==> config.mk <==
export PLATFORM = sky130hd
export DESIGN_NAME = pm1_evt_regs
export DESIGN_NICKNAME = d
export VERILOG_FILES = /design/src/rtl/pm1_pkg.sv /design/src/rtl/pm1_acc_dec.sv /design/src/rtl/pm1_status_reg.sv /design/src/rtl/pm1_enable_reg.sv /design/src/rtl/pm1_sci_gen.sv /design/src/rtl/pm1_evt_regs.sv
export SDC_FILE = /design/constraint.sdc
export NUM_CORES = 1
export LEC_CHECK = 0
export BUFFER_PORTS_ARGS = -buffer_cell sky130_fd_sc_hd__buf_2
export CAP_MARGIN = 0
export CORE_MARGIN = 10
export CORE_UTILIZATION = 45
export CTS_BUF_LIST = sky130_fd_sc_hd__clkbuf_8
export DETAILED_ROUTE_END_ITERATION = 7
export PLACE_DENSITY = 0.78
export SYNTH_ARGS = -nofsm -noshare
export SYNTH_HDL_FRONTEND = slang
export SYNTH_HIERARCHICAL = 1
export SYNTH_SLANG_ARGS = --single-unit
==> constraint.sdc <==
create_clock -name clk -period 2.1 [get_ports clk]
set_clock_uncertainty 0.2 [all_clocks]
set_input_delay 0.21 -clock clk [delete_from_list [all_inputs] [get_ports clk]]
set_output_delay 0.21 -clock clk [all_outputs]
set_load 0.02 [all_outputs]
==> src/rtl/pm1_pkg.sv <==
package pm1_pkg;

    localparam int REG_W = 16;

    localparam int B_TMR = 0;
    localparam int B_BM  = 4;
    localparam int B_GBL = 5;
    localparam int B_PWR = 8;
    localparam int B_SLP = 9;
    localparam int B_RTC = 10;
    localparam int B_WAK = 15;

    localparam logic [REG_W-1:0] ONE = REG_W'(1);

    // status bits that any event source can latch
    localparam logic [REG_W-1:0] ST_EVT_MASK =
        (ONE << B_TMR) | (ONE << B_BM) | (ONE << B_GBL) | (ONE << B_PWR) |
        (ONE << B_SLP) | (ONE << B_RTC) | (ONE << B_WAK);

    // status bits that software may clear by writing one
    localparam logic [REG_W-1:0] ST_W1C_MASK =
        (ONE << B_BM) | (ONE << B_PWR) | (ONE << B_SLP) |
        (ONE << B_RTC) | (ONE << B_WAK);

    // enable bits that hold a written value
    localparam logic [REG_W-1:0] EN_WR_MASK = (ONE << B_GBL) | (ONE << B_PWR);

    // bit positions whose enable/status pair can raise the interrupt
    localparam logic [REG_W-1:0] SCI_PAIR_MASK =
        (ONE << B_TMR) | (ONE << B_GBL) | (ONE << B_PWR) |
        (ONE << B_SLP) | (ONE << B_RTC);

    typedef struct packed {
        logic rd_st;
        logic rd_en;
        logic wr_st;
        logic wr_en;
        logic err;
    } pm1_dec_t;

endpackage

==> src/rtl/pm1_acc_dec.sv <==
module pm1_acc_dec
    import pm1_pkg::*;
#(
    parameter int              ADDR_W    = 4,
    parameter logic [ADDR_W-1:0] BASE_ADDR = ADDR_W'(4)
) (
    input  logic              acc_valid,
    input  logic              acc_write,
    input  logic [ADDR_W-1:0] acc_addr,
    input  logic [2:0]        acc_size,
    output pm1_dec_t          dec
);
    localparam logic [ADDR_W-1:0] EN_ADDR   = BASE_ADDR + ADDR_W'(2);
    localparam logic [2:0]        WORD_SIZE = 3'd2;

    logic hit_st, hit_en, size_ok;

    always_comb begin
        hit_st    = acc_valid && (acc_addr == BASE_ADDR);
        hit_en    = acc_valid && (acc_addr == EN_ADDR);
        size_ok   = (acc_size == WORD_SIZE);
        dec.err   = (hit_st || hit_en) && !size_ok;
        dec.rd_st = hit_st && size_ok && !acc_write;
        dec.rd_en = hit_en && size_ok && !acc_write;
        dec.wr_st = hit_st && size_ok && acc_write;
        dec.wr_en = hit_en && size_ok && acc_write;
    end
endmodule

==> src/rtl/pm1_status_reg.sv <==
module pm1_status_reg
    import pm1_pkg::*;
(
    input  logic             clk,
    input  logic             rst_n,
    input  logic             wr,
    input  logic [REG_W-1:0] wdata,
    input  logic [REG_W-1:0] ev_set,
    output logic [REG_W-1:0] st_d,
    output logic [REG_W-1:0] st_q
);
    always_comb begin
        st_d = st_q;
        if (wr) begin
            st_d = st_d & ~(wdata & ST_W1C_MASK);
        end
        // a new event is applied after the clear, so it wins a tie
        st_d = st_d | (ev_set & ST_EVT_MASK);
    end

    always_ff @(posedge clk) begin
        if (!rst_n) begin
            st_q <= '0;
        end else begin
            st_q <= st_d;
        end
    end
endmodule

==> src/rtl/pm1_enable_reg.sv <==
module pm1_enable_reg
    import pm1_pkg::*;
(
    input  logic             clk,
    input  logic             rst_n,
    input  logic             wr,
    input  logic [REG_W-1:0] wdata,
    output logic [REG_W-1:0] en_d,
    output logic [REG_W-1:0] en_q
);
    always_comb begin
        en_d = en_q;
        if (wr) begin
            en_d = wdata & EN_WR_MASK;
        end
    end

    always_ff @(posedge clk) begin
        if (!rst_n) begin
            en_q <= '0;
        end else begin
            en_q <= en_d;
        end
    end
endmodule

==> src/rtl/pm1_sci_gen.sv <==
module pm1_sci_gen
    import pm1_pkg::*;
(
    input  logic             clk,
    input  logic             rst_n,
    input  logic [REG_W-1:0] st_d,
    input  logic [REG_W-1:0] en_d,
    output logic             sci_q
);
    logic [REG_W-1:0] pair_hit;
    logic             sci_d;

    for (genvar i = 0; i < REG_W; i++) begin : g_pair
        if (SCI_PAIR_MASK[i]) begin : g_live
            assign pair_hit[i] = st_d[i] & en_d[i];
        end else begin : g_dead
            assign pair_hit[i] = 1'b0;
        end
    end

    always_comb begin
        sci_d = |pair_hit;
    end

    always_ff @(posedge clk) begin
        if (!rst_n) begin
            sci_q <= 1'b0;
        end else begin
            sci_q <= sci_d;
        end
    end
endmodule

==> src/rtl/pm1_evt_regs.sv <==
module pm1_evt_regs
    import pm1_pkg::*;
#(
    parameter int                ADDR_W    = 4,
    parameter logic [ADDR_W-1:0] BASE_ADDR = ADDR_W'(4)
) (
    input  logic              clk,
    input  logic              rst_n,
    input  logic              acc_valid,
    input  logic              acc_write,
    input  logic [ADDR_W-1:0] acc_addr,
    input  logic [2:0]        acc_size,
    input  logic [15:0]       acc_wdata,
    output logic [15:0]       acc_rdata,
    output logic              acc_err,
    input  logic              ev_timer,
    input  logic              ev_busmstr,
    input  logic              ev_global,
    input  logic              ev_pwrbtn,
    input  logic              ev_slpbtn,
    input  logic              ev_rtc,
    input  logic              ev_wake,
    output logic              sci
);
    pm1_dec_t         dec;
    logic [REG_W-1:0] ev_set;
    logic [REG_W-1:0] st_d, st_q;
    logic [REG_W-1:0] en_d, en_q;

    always_comb begin
        ev_set        = '0;
        ev_set[B_TMR] = ev_timer;
        ev_set[B_BM]  = ev_busmstr;
        ev_set[B_GBL] = ev_global;
        ev_set[B_PWR] = ev_pwrbtn;
        ev_set[B_SLP] = ev_slpbtn;
        ev_set[B_RTC] = ev_rtc;
        ev_set[B_WAK] = ev_wake;
    end

    pm1_acc_dec #(
        .ADDR_W   (ADDR_W),
        .BASE_ADDR(BASE_ADDR)
    ) u_dec (
        .acc_valid(acc_valid),
        .acc_write(acc_write),
        .acc_addr (acc_addr),
        .acc_size (acc_size),
        .dec      (dec)
    );

    pm1_status_reg u_st (
        .clk   (clk),
        .rst_n (rst_n),
        .wr    (dec.wr_st),
        .wdata (acc_wdata),
        .ev_set(ev_set),
        .st_d  (st_d),
        .st_q  (st_q)
    );

    pm1_enable_reg u_en (
        .clk  (clk),
        .rst_n(rst_n),
        .wr   (dec.wr_en),
        .wdata(acc_wdata),
        .en_d (en_d),
        .en_q (en_q)
    );

    pm1_sci_gen u_sci (
        .clk  (clk),
        .rst_n(rst_n),
        .st_d (st_d),
        .en_d (en_d),
        .sci_q(sci)
    );

    always_comb begin
        acc_err   = dec.err;
        acc_rdata = '0;
        if (dec.rd_st) begin
            acc_rdata = st_q;
        end else if (dec.rd_en) begin
            acc_rdata = en_q;
        end
    end
endmodule

==> results of run 1 <==
==> worst min-delay path by stage <==
stage | start | to | slack (ps)
global placement | acc_wdata[10] | u_st/st_q[10] | 210
global route | ev_pwrbtn | u_st/st_q[8] | 5
detailed placement | acc_wdata[10] | u_st/st_q[10] | 220
CTS | ev_rtc | u_st/st_q[10] | 1
floorplan | acc_wdata[10] | u_st/st_q[10] | 110
finish | ev_pwrbtn | u_st/st_q[8] | 5
==> per-layer routing <==
metal  share of wire [%]  vias up  global-route usage (%)
met5                   0        -                       0
met1                  37      482                    11.8
met2                  52       28                    19.5
met4                 3.6        0                    6.67
li1                    -      528                       -
met3                 7.0       11                    4.35
==> cell usage in the layout (no fill, tap or decap), drive strengths merged, types with 3 or more instances in the layout <==
cell / instances
a21o: 3
a22o: 14
and2: 18
buf: 50
clkbuf: 3
conb: 9
dfxtp: 24
dlygate4sd3: 4
inv: 3
nand2: 9
nor2b: 14
o21ai: 7
o21ba: 4
==> critical path, cell delays in order <==
cell	delay, ps
buf_2	110
or4b_4	550
nor3_4	200
nor2b_4	70
buf_12	150
a22o_2	200
buf_4	150
==> repair_timing <==
item,in CTS,in global routing
endpoints found under the hold margin,4,0
gates resized for setup,2,24
endpoints found under the setup margin,5,14
hold buffers,4,0
==> sequential cells by signal (all words and copies together) (netlist names) <==
name and count:
u_st/st_q 7, u_sci/sci_q 1, u_en/en_q 16
==> power groups by stage <==
stage	sequential, mW	clock (mW)	combinational, mW
floorplan	0.479	0	0.0406
global placement	0.480	0	0.0578
detailed placement	0.481	0	0.0615
CTS	0.470	0.410	0.0680
global route	0.472	0.433	0.0798
finish	0.471	0.400	0.0706
==> cell type report <==
cell class / count / area (um2)
Inverter: 3 / 11.3
Sequential cell: 24 / 480
Tap cell: 30 / 37.5
Clock buffer: 3 / 41.3
Fill cell: 232 / 860
Multi-Input combinational cell: 95 / 684
Timing Repair Buffer: 54 / 400
Clock inverter: 1 / 30.0
==> through the flow <==
stage	setup TNS (ps)	power, mW
after floorplan	0	0.520
after global placement	0	0.538
after detailed placement	-96.7	0.542
after CTS	0	0.949
after global routing	-5.70	0.984
final	0	0.941
==> metrics.txt, run 1 <==
status=finished clean; final instance area=around 1700 um2; Max FO, Critical Path=14; Residual DRC=0; reg2reg path depth=3; Num CTS Buffers=3; Setup WS post-layout=just under 50 ps; period utilization=97.7%; placer's final routability congestion estimate=0.746; Clock power frac=42.5%; CP Launch Type=input port; switching pwr=~0.18 mW; initial antenna violation count=0; WP data required=between 1500 and 2000 ps; share of layout cells above drive strength 1=40.0%; placed cell areas=approximately 1500 um2; MaxCap Viol Count=0; final setup vio count=0; port buffer count=41; row cnt=18; post-route core utilization=between 60% and 70%; Combinational Power Share=roughly 7.5%; Cell Area, Synth=1230 um2; via count=1,049; Root Driver=clkbuf_8; nets=roughly 220; maximum number of pins on one net before global-route repair=25; Switching Share=19.4%; H-tree Lvls=1; R2R setup slack=810 ps; IO Pins=52; Seq pwr share=50.0%; number of diodes=0; pre-CTS setup slack=-52.2 ps; fin. max-slew vios=0; Mapped Cells=128; Worst-path clk slew=80 ps; Leak=around 0.81 nW; Hold Path Depth=2; Setup crit start=acc_size[0]; CORE AREA=2540 um2; Initial Utilization=48.2%; crit path to=acc_rdata[9]; placed wire-length estimate=2240 um; Die Ht=72.2 um; Longest Clk Path Bufs=2; clk_lat worst skew=270 ps; Worst setup EP type=output port; Iter 0 DRT Violations=27; Via density=between 4 and 5; worst IR drop on VDD=slightly below 0.0005 V; die footprint=~5200 um2; TritonRoute pass-1 iters=5; CTS tree=built; vias in the first global route=between 1,000 and 1,500; fin cells=210; area grow syn2layout=37.3%; Warnings, synthesis=6; critical path arrival=1640 ps; CTS sink cnt=24; Hold Crit Class=in2reg; FMAX=488 MHz; Placed Cells incl. Taps=202; Pint=0.758 mW; Worst R2R Start=u_en/en_q[5]; setup bufs post-CTS=0; Avg Cell Area, Syn=around 9.6 um2; Final Hold Viols=0; Overflow after GRT=0; minimum clock period=just over 2000 ps; worst hold slack=between 4 and 5 ps; global-route wire length before repair=4890 um; GRT Overall Usage=a little under an eighth; Routed Antenna Nets=0; WL/cell=14.6 um; Die Wd=72.2 um; worst setup path class=in2out; Power Density=558 nW/um2; reg2reg end=u_sci/sci_q; final wirelength=3060 um
(Power assumes the default switching activity.)
==> run 2: changes to the inputs <==
--- a/config.mk
+++ b/config.mk
@@ -11,6 +11,7 @@
 export CORE_UTILIZATION = 45
 export CTS_BUF_LIST = sky130_fd_sc_hd__clkbuf_8
 export DETAILED_ROUTE_END_ITERATION = 7
+export HOLD_SLACK_MARGIN = 0.06
 export PLACE_DENSITY = 0.78
 export SYNTH_ARGS = -nofsm -noshare
 export SYNTH_HDL_FRONTEND = slang
==> metrics.txt, run 2 (same netlist as run 1, synthesis figures left out) <==
status=finished clean; placed wire-length estimate=2240 um; worst hold slack=63.8 ps; Die Ht=72.2 um; fin. max-slew vios=0; clk_lat worst skew=roughly 270 ps; final setup vio count=0; H-tree Lvls=1; Slowest-stage cell, CP=or4b_4; row cnt=18; MaxCap Viol Count=0; fin cells=216; Combinational Power Share=8.5%; Worst path top cell family by delay=simple AND/OR/NAND/NOR gates; global-route wire length before repair=about 5000 um; die footprint=5220 um2; Hold Crit Class=in2reg; vias in the first global route=1,119; worst setup path class=in2out; Worst-path clk slew=roughly 80 ps; Critical path buffers and inverters=3; critical path arrival=1640 ps; area grow syn2layout=41.9%; TritonRoute pass-1 iters=4; WP data required=1690 ps; post-route core utilization=68.4%; initial antenna violation count=0; Power Density=between 500 and 600 nW/um2; crit-path max cell delay=roughly 570 ps; Largest regs=u_en/en_q (16), u_st/st_q (7), u_sci/sci_q (1); CTS tree=built; Switching Share=19.6%; Die Wd=72.2 um; Worst R2R Start=u_st/st_q[10]; placer's final routability congestion estimate=0.746; Max FO, Critical Path=14; Initial Utilization=48.2%; CP cell instances=buf_6 > or4b_4 > nor3_4 > nor2b_4 > buf_12 > a22o_2 > buf_4; Worst setup EP type=output port; Seq. cell area=480 um2; R2R setup slack=around 600 ps; Num CTS Buffers=3; final instance area=1740 um2; nets=~220; Via density=4.97; worst IR drop on VDD=0.000525 V; Iter 0 DRT Violations=36; Clock power frac=between 40 and 50%; CTS sink cnt=24; switching pwr=0.187 mW; Overflow after GRT=0; final wirelength=3130 um; WL/cell=~14 um; multi-input logic area=684 um2; minimum clock period=2050 ps; CP Launch Type=input port; Longest Clk Path Bufs=2; Top reg by flops=u_en/en_q; IO Pins=52; max FFs per register=16; most frequent cells in the layout=buf_2, dfxtp_1, and2_1, buf_4, nor2b_1; GRT Overall Usage=a little under an eighth; number of diodes=0; setup bufs post-CTS=0; share of layout cells above drive strength 1=38.7%; Hold Crit Start=ev_timer; Final Hold Viols=0; period utilization=97.8%; via count=1,073; Layout fillers=220; commonest non-fill, non-tap cell in the layout=buf_2; Placed Cells incl. Taps=a little over 200; setup total negative slack=0 ps; Routed Antenna Nets=0; placed cell areas=1490 um2; FMAX=487 MHz; Root Driver=clkbuf_8; port buffer count=41; Pint=0.767 mW; Leak=between 0.8 and 0.9 nW; maximum number of pins on one net before global-route repair=25; CORE AREA=2540 um2; Seq pwr share=49.3%; Residual DRC=0; Setup crit start=acc_write
==> run 2: cell count changes in the layout (fill, tap and decap cells not counted), sizes merged <==
cell / change
dlygate4sd3: +6
==> run 2: cell type report <==
type / instances / share of cell area (%)
Inverter: 3 / 0.647
Sequential cell: 24 / 27.6
Clock inverter: 1 / 1.72
Timing Repair Buffer: 60 / 26.2
Clock buffer: 3 / 2.37
Tap cell: 30 / 2.16
Multi-Input combinational cell: 95 / 39.3
==> run 2: metal layers <==
| metal | up-vias | share of wire, % | track usage [%] |
|---|---|---|---|
| met4 | 0 | 3.3 | 6.88 |
| met3 | 9 | 6.8 | 4.63 |
| met1 | 495 | 37 | 11.4 |
| met2 | 28 | 53 | 21.0 |
| met5 | - | 0 | 0 |
| li1 | 541 | - | - |
==> run 2: path summary, 6_finish.rpt <==
| check | endpoint | cells past startpoint |
|---|---|---|
| worst max-delay path | acc_rdata[8] | 7 |
| worst max register to register | u_st/st_q[10] | 3 |
| worst min-delay path | u_st/st_q[0] | 3 |
| worst min register to register | u_en/en_q[12] | 2 |
==> run 2: power by group through the flow <==
stage	Sequential (mW)	Clock (mW)	Combinational [mW]
2_1_floorplan	0.479	0	0.0406
3_3_place_gp	0.480	0	0.0578
3_5_place_dp	0.481	0	0.0615
4_1_cts	0.470	0.410	0.0781
5_1_grt	0.472	0.433	0.0916
6_report	0.471	0.402	0.0814
==> run 2: timing repair <==
| item | 4_1_cts | 5_1_grt |
|---|---|---|
| pin swaps | 0 | 0 |
| setup endpoints to repair | 5 | 14 |
| hold buffers | 10 | 0 |
| gates cloned | 0 | 0 |
| gates resized for setup | 2 | 23 |
| hold endpoints to repair | 6 | 0 |
==> run 2: worst min-delay path: cells and delay by family <==
kind                   cells  cell delay, ps
and+or+nand+nor            2             220
buffers and inverters      1              70
==> run 2: metrics by stage <==
step                setup WS, ps  total power [mW]
finish                      47.1             0.954
global route               -4.35             0.997
CTS                         14.0             0.959
detailed placement         -52.2             0.542
global placement            10.8             0.538
floorplan                   60.0             0.520
